<file path="src/rtl/pwr_pkg.sv">
package pwr_pkg;

   typedef enum logic [2:0] {
      PS_IDLE  = 3'd0,
      PS_RST   = 3'd1,
      PS_INTEG = 3'd2,
      PS_SEL   = 3'd3,
      PS_LATCH = 3'd4,
      PS_SCAN  = 3'd5,
      PS_DONE  = 3'd6,
      PS_ERR   = 3'd7
   } pwr_state_e;

endpackage

</file>
<file path="src/rtl/pwr_win_reg.sv">
module pwr_win_reg #(
   parameter int ROWS  = 480,
   parameter int COLS  = 640,
   parameter int INT_W = 24,
   localparam int RW   = $clog2(ROWS),
   localparam int CW   = $clog2(COLS)
) (
   input  logic             clk,
   input  logic             rst_n,
   input  logic             load,
   input  logic [RW-1:0]    row_lo,
   input  logic [RW-1:0]    row_hi,
   input  logic [CW-1:0]    col_lo,
   input  logic [CW-1:0]    col_hi,
   input  logic [INT_W-1:0] integ_in,
   output logic [RW-1:0]    row_hi_q,
   output logic [CW-1:0]    col_lo_q,
   output logic [CW-1:0]    col_hi_q,
   output logic [INT_W-1:0] integ_q,
   output logic             win_ok
);

   logic rows_fit;
   logic cols_fit;

   // A dimension that fills its address width cannot be overrun.
   if ((1 << RW) == ROWS) begin : g_row_full
      assign rows_fit = 1'b1;
   end else begin : g_row_part
      assign rows_fit = (row_hi < RW'(ROWS));
   end

   if ((1 << CW) == COLS) begin : g_col_full
      assign cols_fit = 1'b1;
   end else begin : g_col_part
      assign cols_fit = (col_hi < CW'(COLS));
   end

   assign win_ok = rows_fit && cols_fit && (row_lo <= row_hi) && (col_lo <= col_hi);

   always_ff @(posedge clk) begin
      if (!rst_n) begin
         row_hi_q <= '0;
         col_lo_q <= '0;
         col_hi_q <= '0;
         integ_q  <= '0;
      end else if (load) begin
         row_hi_q <= row_hi;
         col_lo_q <= col_lo;
         col_hi_q <= col_hi;
         integ_q  <= integ_in;
      end
   end

   // captured bounds move only on a load
   p_hold_unless_load_r2 : assert property (@(posedge clk) disable iff (!rst_n)
      !load |=> $stable(row_hi_q) && $stable(col_lo_q) && $stable(col_hi_q) && $stable(integ_q));

endmodule

</file>
<file path="src/rtl/pwr_axis_cnt.sv">
module pwr_axis_cnt #(
   parameter int W = 9
) (
   input  logic         clk,
   input  logic         rst_n,
   input  logic         load,
   input  logic [W-1:0] base,
   input  logic         step,
   input  logic [W-1:0] hi,
   output logic [W-1:0] idx,
   output logic         last
);

   always_ff @(posedge clk) begin
      if (!rst_n) begin
         idx <= '0;
      end else if (load) begin
         idx <= base;
      end else if (step) begin
         idx <= idx + W'(1);
      end
   end

   assign last = (idx == hi);

   // the sequencer never advances an index past its inclusive end
   p_no_step_past_end_r3 : assert property (@(posedge clk) disable iff (!rst_n)
      (step && !load) |-> !last);

endmodule

</file>
<file path="src/rtl/pwr_phase_timer.sv">
module pwr_phase_timer #(
   parameter int W = 24
) (
   input  logic         clk,
   input  logic         rst_n,
   input  logic         load,
   input  logic [W-1:0] load_val,
   output logic         expired
);

   logic [W-1:0] cnt;

   always_ff @(posedge clk) begin
      if (!rst_n) begin
         cnt <= '0;
      end else if (load) begin
         cnt <= load_val;
      end else if (cnt != '0) begin
         cnt <= cnt - W'(1);
      end
   end

   assign expired = (cnt == '0);

   // once expired the timer stays at zero until reloaded
   p_rest_at_zero_r4 : assert property (@(posedge clk) disable iff (!rst_n)
      (!load && expired) |=> expired);

endmodule

</file>
<file path="src/rtl/pix_win_readout.sv">
module pix_win_readout
   import pwr_pkg::*;
#(
   parameter int ROWS    = 480,
   parameter int COLS    = 640,
   parameter int INT_W   = 24,
   parameter int RST_CYC = 4,
   localparam int RW     = $clog2(ROWS),
   localparam int CW     = $clog2(COLS)
) (
   input  logic             clk,
   input  logic             rst_n,
   input  logic             start,
   input  logic [RW-1:0]    row_lo,
   input  logic [RW-1:0]    row_hi,
   input  logic [CW-1:0]    col_lo,
   input  logic [CW-1:0]    col_hi,
   input  logic [INT_W-1:0] integ_len,
   output logic             busy,
   output logic [RW-1:0]    row_addr,
   output logic             row_sel,
   output logic             pix_rst,
   output logic             col_latch,
   output logic [CW-1:0]    col_addr,
   output logic             pix_valid,
   output logic             frame_done,
   output logic             frame_err
);

   // elaboration-time parameter checks
   if (ROWS < 2 || COLS < 2) begin : g_bad_dims
      $error("pix_win_readout: ROWS and COLS must be at least 2");
   end
   if (INT_W < 1 || INT_W > 30) begin : g_bad_intw
      $error("pix_win_readout: INT_W must lie in 1..30");
   end
   if (RST_CYC < 1 || RST_CYC > (1 << INT_W)) begin : g_bad_rst
      $error("pix_win_readout: RST_CYC must lie in 1..2**INT_W");
   end

   localparam logic [INT_W-1:0] RST_LOAD = INT_W'(RST_CYC - 1);

   pwr_state_e       st_q, st_d;
   logic [RW-1:0]    row_hi_q, row_idx;
   logic [CW-1:0]    col_lo_q, col_hi_q, col_idx;
   logic [INT_W-1:0] integ_q, t_val;
   logic             win_ok, accept;
   logic             row_last, col_last, t_exp;
   logic             t_load, row_load, row_step, col_load, col_step;

   assign accept = (st_q == PS_IDLE) && start;

   pwr_win_reg #(.ROWS(ROWS), .COLS(COLS), .INT_W(INT_W)) u_win (
      .clk      (clk),
      .rst_n    (rst_n),
      .load     (accept),
      .row_lo   (row_lo),
      .row_hi   (row_hi),
      .col_lo   (col_lo),
      .col_hi   (col_hi),
      .integ_in (integ_len),
      .row_hi_q (row_hi_q),
      .col_lo_q (col_lo_q),
      .col_hi_q (col_hi_q),
      .integ_q  (integ_q),
      .win_ok   (win_ok)
   );

   pwr_axis_cnt #(.W(RW)) u_row (
      .clk   (clk),
      .rst_n (rst_n),
      .load  (row_load),
      .base  (row_lo),
      .step  (row_step),
      .hi    (row_hi_q),
      .idx   (row_idx),
      .last  (row_last)
   );

   pwr_axis_cnt #(.W(CW)) u_col (
      .clk   (clk),
      .rst_n (rst_n),
      .load  (col_load),
      .base  (col_lo_q),
      .step  (col_step),
      .hi    (col_hi_q),
      .idx   (col_idx),
      .last  (col_last)
   );

   pwr_phase_timer #(.W(INT_W)) u_tmr (
      .clk      (clk),
      .rst_n    (rst_n),
      .load     (t_load),
      .load_val (t_val),
      .expired  (t_exp)
   );

   always_comb begin
      st_d     = st_q;
      t_load   = 1'b0;
      t_val    = RST_LOAD;
      row_load = 1'b0;
      row_step = 1'b0;
      col_load = 1'b0;
      col_step = 1'b0;
      case (st_q)
         PS_IDLE: begin
            if (start) begin
               if (win_ok) begin
                  st_d     = PS_RST;
                  row_load = 1'b1;
                  t_load   = 1'b1;
               end else begin
                  st_d = PS_ERR;
               end
            end
         end
         PS_RST: begin
            if (t_exp) begin
               st_d   = PS_INTEG;
               t_load = 1'b1;
               t_val  = integ_q;
            end
         end
         PS_INTEG: begin
            if (t_exp) st_d = PS_SEL;
         end
         PS_SEL: begin
            st_d     = PS_LATCH;
            col_load = 1'b1;
         end
         PS_LATCH: begin
            st_d = PS_SCAN;
         end
         PS_SCAN: begin
            if (col_last) begin
               if (row_last) begin
                  st_d = PS_DONE;
               end else begin
                  st_d     = PS_RST;
                  row_step = 1'b1;
                  t_load   = 1'b1;
               end
            end else begin
               col_step = 1'b1;
            end
         end
         default: st_d = PS_IDLE;
      endcase
   end

   always_ff @(posedge clk) begin
      if (!rst_n) st_q <= PS_IDLE;
      else        st_q <= st_d;
   end

   assign busy       = (st_q != PS_IDLE);
   assign row_addr   = row_idx;
   assign col_addr   = col_idx;
   assign pix_rst    = (st_q == PS_RST);
   assign row_sel    = (st_q == PS_SEL) || (st_q == PS_LATCH);
   assign col_latch  = (st_q == PS_LATCH);
   assign pix_valid  = (st_q == PS_SCAN);
   assign frame_done = (st_q == PS_DONE);
   assign frame_err  = (st_q == PS_ERR);

   // nothing drives the array while idle
   p_idle_quiet_r1 : assert property (@(posedge clk) disable iff (!rst_n)
      !busy |-> !(pix_rst || row_sel || col_latch || pix_valid || frame_done || frame_err));

   // captured window stays fixed throughout a frame
   p_bounds_frozen_r2 : assert property (@(posedge clk) disable iff (!rst_n)
      busy |=> $stable(row_hi_q) && $stable(col_lo_q) && $stable(col_hi_q) && $stable(integ_q));

   // strobe only while the row is selected, after a select-only cycle
   p_latch_needs_sel_r5 : assert property (@(posedge clk) disable iff (!rst_n)
      col_latch |-> row_sel);
   p_latch_after_sel_r5 : assert property (@(posedge clk) disable iff (!rst_n)
      col_latch |-> $past(row_sel) && !$past(col_latch));

   // column scan is quiet on the row controls and steps by one
   p_scan_quiet_r6 : assert property (@(posedge clk) disable iff (!rst_n)
      pix_valid |-> !row_sel && !pix_rst && !col_latch);
   p_col_step_r6 : assert property (@(posedge clk) disable iff (!rst_n)
      (pix_valid && $past(pix_valid)) |-> (col_addr == $past(col_addr) + CW'(1)) &&
                                          (row_addr == $past(row_addr)));

   // completion is a single pulse followed by idle
   p_done_pulse_r7 : assert property (@(posedge clk) disable iff (!rst_n)
      frame_done |=> !frame_done && !busy);

   // error report is a single pulse followed by idle
   p_err_pulse_r8 : assert property (@(posedge clk) disable iff (!rst_n)
      frame_err |=> !frame_err && !busy);

endmodule

</file>
<file path="config.mk">
export PLATFORM = sky130hd
export DESIGN_NAME = pix_win_readout
export DESIGN_NICKNAME = d
export VERILOG_FILES = /design/src/rtl/pwr_pkg.sv /design/src/rtl/pwr_win_reg.sv /design/src/rtl/pwr_axis_cnt.sv /design/src/rtl/pwr_phase_timer.sv /design/src/rtl/pix_win_readout.sv
export SDC_FILE = /design/constraint.sdc
export NUM_CORES = 1
export LEC_CHECK = 0
export BUFFER_PORTS_ARGS = -buffer_cell sky130_fd_sc_hd__buf_4
export CAP_MARGIN = 15
export CORE_ASPECT_RATIO = 0.7
export CORE_MARGIN = 2
export CORE_UTILIZATION = 50
export CTS_CLUSTER_DIAMETER = 50
export DETAILED_ROUTE_END_ITERATION = 6
export GPL_ROUTABILITY_DRIVEN = 0
export PLACE_DENSITY = 0.81
export SLEW_MARGIN = 20
export SYNTH_ARGS = -nofsm -noshare
export SYNTH_HDL_FRONTEND = slang
export SYNTH_SLANG_ARGS = --single-unit
</file>
<file path="constraint.sdc">
create_clock -name clk -period 2.7 [get_ports clk]
set_clock_uncertainty 0.1 [all_clocks]
set_input_delay 0.27 -clock clk [delete_from_list [all_inputs] [get_ports clk]]
set_output_delay 0.27 -clock clk [all_outputs]
set_load 0.01 [all_outputs]
</file>
# Yosys cells after proc, flatten, opt, wreduce, memory -nomap -nowiden
# Cells that the tools add are included.
# totals
reg_bits	99
latch_bits	0
mem_bits_rw	0
romBits	0
input_bits	65
out_inout_bits	26
mem_count	0
# op_classes
addsub	3
mul	0
div_mod_pow	0
n_lt_le_gt_ge	4
eq_ne	13
shift	0
n_mux	26
n_bitwise	0
reduce_logical	13
# ops
operator	count
24-bit 2-to-1 mux	4
24-bit zero test	1
24-bit nonzero test	1
24-bit by 1-bit subtractor with 24-bit output, second input constant	1
10-bit 2-to-1 mux	2
3-bit 2-to-1 mux	6
9-bit 2-to-1 mux	2
3-bit one-hot mux with 6 select lines	1
3-bit == test, second input constant	4
10-bit by 1-bit adder with 10-bit output, second input constant	1
10-bit == test	1
10-bit less-or-equal comparator	1
10-bit < comparator, second input constant	1
1-bit 2-to-1 mux	10
9-bit by 1-bit adder with 9-bit output, second input constant	1
9-bit == test	1
9-bit less-or-equal comparator	1
9-bit < comparator, second input constant	1
3-bit by 2-bit == test with 1-bit output, second input constant	2
2-bit nonzero test	3
1-bit logical AND	4
2-bit by 1-bit inequality test with 1-bit output, second input constant	2
2-bit inequality test, second input constant	2
4-bit AND reduction	1
other kinds (5)	5

# Longest topological paths before layout
# logic_depth
depth_word	8
depth_mapped	9
depth_no_buf	8

# Cells and area by module
# From an unflattened synthesis, not the netlist that was laid out.
# unflattened
cells_unflattened	631
area_unflattened_um2	5645.4
# modules_own_cells
mod	instances	cells_each	area_per_inst_um2	seq_area_each_um2
pwr_win_reg	1	241	2484.9	1061.0
pwr_phase_timer	1	162	1361.3	480.5
pwr_axis_cnt at u_col	1	81	674.4	200.2
pwr_axis_cnt at u_row	1	75	615.6	180.2
pix_win_readout	1	72	509.2	60.1

# Least setup slack after synthesis
# OpenSTA, ideal clock, no wires.
# synth_path
kind	register to register
from	register u_tmr.cnt[2]
to	register u_tmr.cnt[1]
setup_ns	0.119
t_arrival_ns	2.346
required_ns	2.481
path_slack_ns	0.135
stages_incl_launch_ff	8
path_cell_list	dfxtp_1 -> or4_1 -> or4_1 -> or4_4 -> buf_6 -> nor3_1 -> a21oi_1 -> o221a_1
# synth_between
elab_chain_len	4
word_cells_on_any_way	8
cone_classes	5 x mux; 3 x reduce/logical
# synth_lines
item	line_no	text
start, declared	pwr_phase_timer.sv:11	logic [W-1:0] cnt;
start signal, assigned	pwr_phase_timer.sv:17	cnt <= load_val;
start signal, assigned	pwr_phase_timer.sv:19	cnt <= cnt - W'(1);
24-bit zero test	pwr_phase_timer.sv:23	assign expired = (cnt == '0);
1-bit 2-to-1 mux or 24-bit 2-to-1 mux (tied branches)	pix_win_readout.sv:120	if (t_exp) begin
1-bit one-hot mux with 3 select lines or 24-bit 2-to-1 mux (tied branches)	pix_win_readout.sv:107	case (st_q)
24-bit 2-to-1 mux or 2-bit nonzero test (tied branches)	n/a	
# Several ways; a longest one is shown, not always the timed one.
# A chain may end at the register's enable or synchronous reset.

# Worst setup path after layout
# layout_path
from	register u_tmr.cnt[17]
to	register u_tmr.cnt[12]
# The elaborated chain is that of the path after synthesis.

==> flow_summary.toml <==
[outcome]
status = "completed"

[sta]
tightest_slew_ns = 0.753
fin_crit_ns = 2.64
setup_viol = 0
setup_tns_ns = 0
maxSlewViolCount = 0
rsz0062_at_grt = "no"
clock.fmax_mhz = 379
post-route-period-util_pct = 97.8
hold_viol_final = 0
slew_headroom_pct = 48.5

[power]
p_leak_uw = 0.00274
power_switching_uw = 2440
clock_power_share_pct = 23.2
seqPwrFrac_pct = 34.9
power.density_mw_per_mm2 = 982
p_sw_share_pct = 39.1
p_int_uw = 3800
ir_drop_uv = 498
combPwrFrac_pct = 41.8

[synthesis]
ys_seq_area_share_pct = 38.8
ys_seq_elements = 99
syn_inst = 662
ys_warn_count = 0
synth.avg_cell_area_um2 = 7.71
synth_edf_count = 0
synthesis.area_mm2 = 0.00511
ys_async_sr_fraction_pct = 0
syn_nets = 750
yosys_most_used_dff = "dfxtp_1"
synth_cell_types = 54

[setup_path]
critPathKind = "flip-flop to flip-flop"
r2r_cells = 6
cp_slowest_cell = "or4_4"
crit_chain = "or3_1, or4_1, or4_4, nand2_1, or3_2, o21ai_0"
cpPeakStageDelay_ns = 0.63
worst-path-stages = 6
crit_arrival_ns = 2.76
ff2ff_setup_slack_ns = 0.06
setup.worst_path.start_class = "flip-flop"
cp-end-kind = "flip-flop"
cp_max_fo = 11
critPathBufInv = 0
cp_data_required_time_ns = 2.82
crit_family = "simple AND/OR/NAND/NOR gates"

[layout]
area_growth_pct = 24.2
drive_above_1_share_pct = 18.4
nFillCells = 823
finalNetCount = 840
diodes = 0
stdcell_count = 884
finalInstanceArea_mm2 = 0.00634

[route]
drtAntennaViolNets = 0
drc = 0
wl_um = 14800
first_iter_violations = 429
num_vias = 5180
first_pass_iters = 5
avgViaCountPerCell = 5.86
wl_per_cell_um = 16.7

[floorplanning]
fp-row-count = 30
core_mm2 = 0.00980
initial_utilization_pct = 52.1
die_y_um = 88.6
die_area_mm2 = 0.0110
ios = 91
die_x_um = 125

[global_routing]
grt_max_degree = 54
grt_pass1_vias = 4786
antenna_found_initial = 0
grt_pass1_wl_um = 23500
track_usage_pct = 26.6
gr-total-overflow = 0

[clock_tree]
clkTransAtPathRegs_ns = 0.06
cts_buffers = 9
hold_buffers = 0
htree_num_levels = 3
cts_tree = "done"
clk_latency_ns = 0.35
root_buffer = "clkbuf_16"
cts_num_sinks = 99
cts.path.max_buffers = 2

[job]
drv_cap = 0

[place]
placed_area_mm2 = 0.00600
placedCellCount = 868
hpwl_um = 10600
io_buffers = 90

[hold_path]
hp-class = "input port to flip-flop"
whs_path_depth = 3
[worst reg2reg max path: stages, from the launching register on]
cell and delay (ns):
dfxtp_1 0.34, or3_1 0.43, or4_1 0.48, or4_4 0.63
nand2_1 0.15, or3_2 0.27, o21ai_0 0.13
[cell type report]
type                       count  area (µm²)  area share (%)
inverter                      28         105            1.66
clock inverter                 5         103            1.62
timing repair buffer         114         868            13.7
sequential                    99        1980            31.2
clock buffer                  10         229            3.61
tap                          128         160            2.52
multi-input combinational    500        2900            45.7
[through the flow]
stage                     setup WS, ns  hold slack [ns]  power (µW)  util [%]
final                           0.0602           0.0720        6230      64.8
after global routing            0.0118           0.0745        6590      64.8
after CTS                       0.0442           0.0658        6160      64.6
after detailed placement       -0.0423            0.347        4680      61.2
after global placement          0.0378            0.341        4580      61.2
after floorplan                  0.135            0.306        3860         -
[power by group through the flow]
stage                     sequential (µW)  clock, µW  combinational [µW]
final                                2180       1450                2610
after global routing                 2220       1500                2870
after CTS                            2150       1460                2540
after detailed placement             2180          0                2510
after global placement               2160          0                2430
after floorplan                      2070          0                1790
[flip-flops by register name, indices dropped and copies added (netlist names)]
register and count:
u_tmr.cnt 24, u_win.integ_q 24, u_col.idx 10, u_win.col_hi_q 10
u_win.col_lo_q 10, u_row.idx 9, u_win.row_hi_q 9, st_q 3
[routing by layer]
| metal | up-vias | routed length (µm) | track usage (%) |
|---|---|---|---|
| met5 | - | 0 | 0 |
| met4 | 0 | 208 | 8.07 |
| met3 | 23 | 1240 | 6.17 |
| met2 | 235 | 6490 | 41.5 |
| met1 | 2448 | 6850 | 37.2 |
| li1 | 2474 | - | - |
[final timing paths]
check                                        from           endpoint
worst min register to register  u_win.integ_q[17]  u_win.integ_q[17]
worst min-delay path                integ_len[22]  u_win.integ_q[22]
worst max register to register      u_tmr.cnt[17]      u_tmr.cnt[12]
worst max-delay path                u_tmr.cnt[17]      u_tmr.cnt[12]
[placed cells by master (no fill, tap or decap), types with 2 or more instances in the layout]
| cell | n |
|---|---|
| nand2_1 | 152 |
| buf_4 | 113 |
| dfxtp_1 | 99 |
| a21oi_1 | 79 |
| o21ai_0 | 38 |
| xor2_1 | 29 |
| inv_1 | 27 |
| nor2_1 | 24 |
| ha_1 | 23 |
| nand3_1 | 18 |
| nor3_1 | 17 |
| xnor2_1 | 16 |
| and3_1 | 12 |
| nor4_1 | 10 |
| nand4_1 | 10 |
| clkbuf_16 | 9 |
| a211oi_1 | 7 |
| nand2b_1 | 6 |
| or4_1 | 5 |
| or3_1 | 4 |
| o31ai_1 | 4 |
| o211ai_1 | 3 |
| a21o_1 | 3 |
| a31oi_1 | 3 |
| o311ai_0 | 3 |
| bufinv_16 | 3 |
| a2111oi_0 | 2 |
| nor2b_1 | 2 |
| a22oi_1 | 2 |
| o22ai_1 | 2 |
| a2bb2oi_1 | 2 |
[Yosys cell counts (12+ instances only)]
library cell | count | area (µm²)
xnor2_1 | 16 | 140
nor3_1 | 18 | 90.1
clkbuf_1 | 29 | 109
xor2_1 | 29 | 254
nand3_1 | 18 | 90.1
o21ai_0 | 38 | 190
inv_1 | 27 | 101
dfxtp_1 | 99 | 1980
a21oi_1 | 79 | 395
ha_1 | 23 | 288
nor2_1 | 25 | 93.8
nand2_1 | 152 | 571
and3_1 | 12 | 75.1
[cell families (layout without fill, tap and decap cells)]
group	Yosys count	after routing	synth area share, %
AOI/OAI and AO/OA	162	162	19.0
DFF	99	99	38.8
buffers and inverters	64	157	5.05
muxes	1	1	0.196
adders and majority gates	23	23	5.64
and+or+nand+nor	268	269	23.6
xor gates and xnor gates	45	45	7.72
[what timing repair did]
action	4_1_cts	5_1_grt
endpoints found under the setup margin	21	18
pin swaps	0	2
buffers inserted	0	0
gates cloned	0	1
resized for setup	1	1
(Power assumes the default switching activity.)
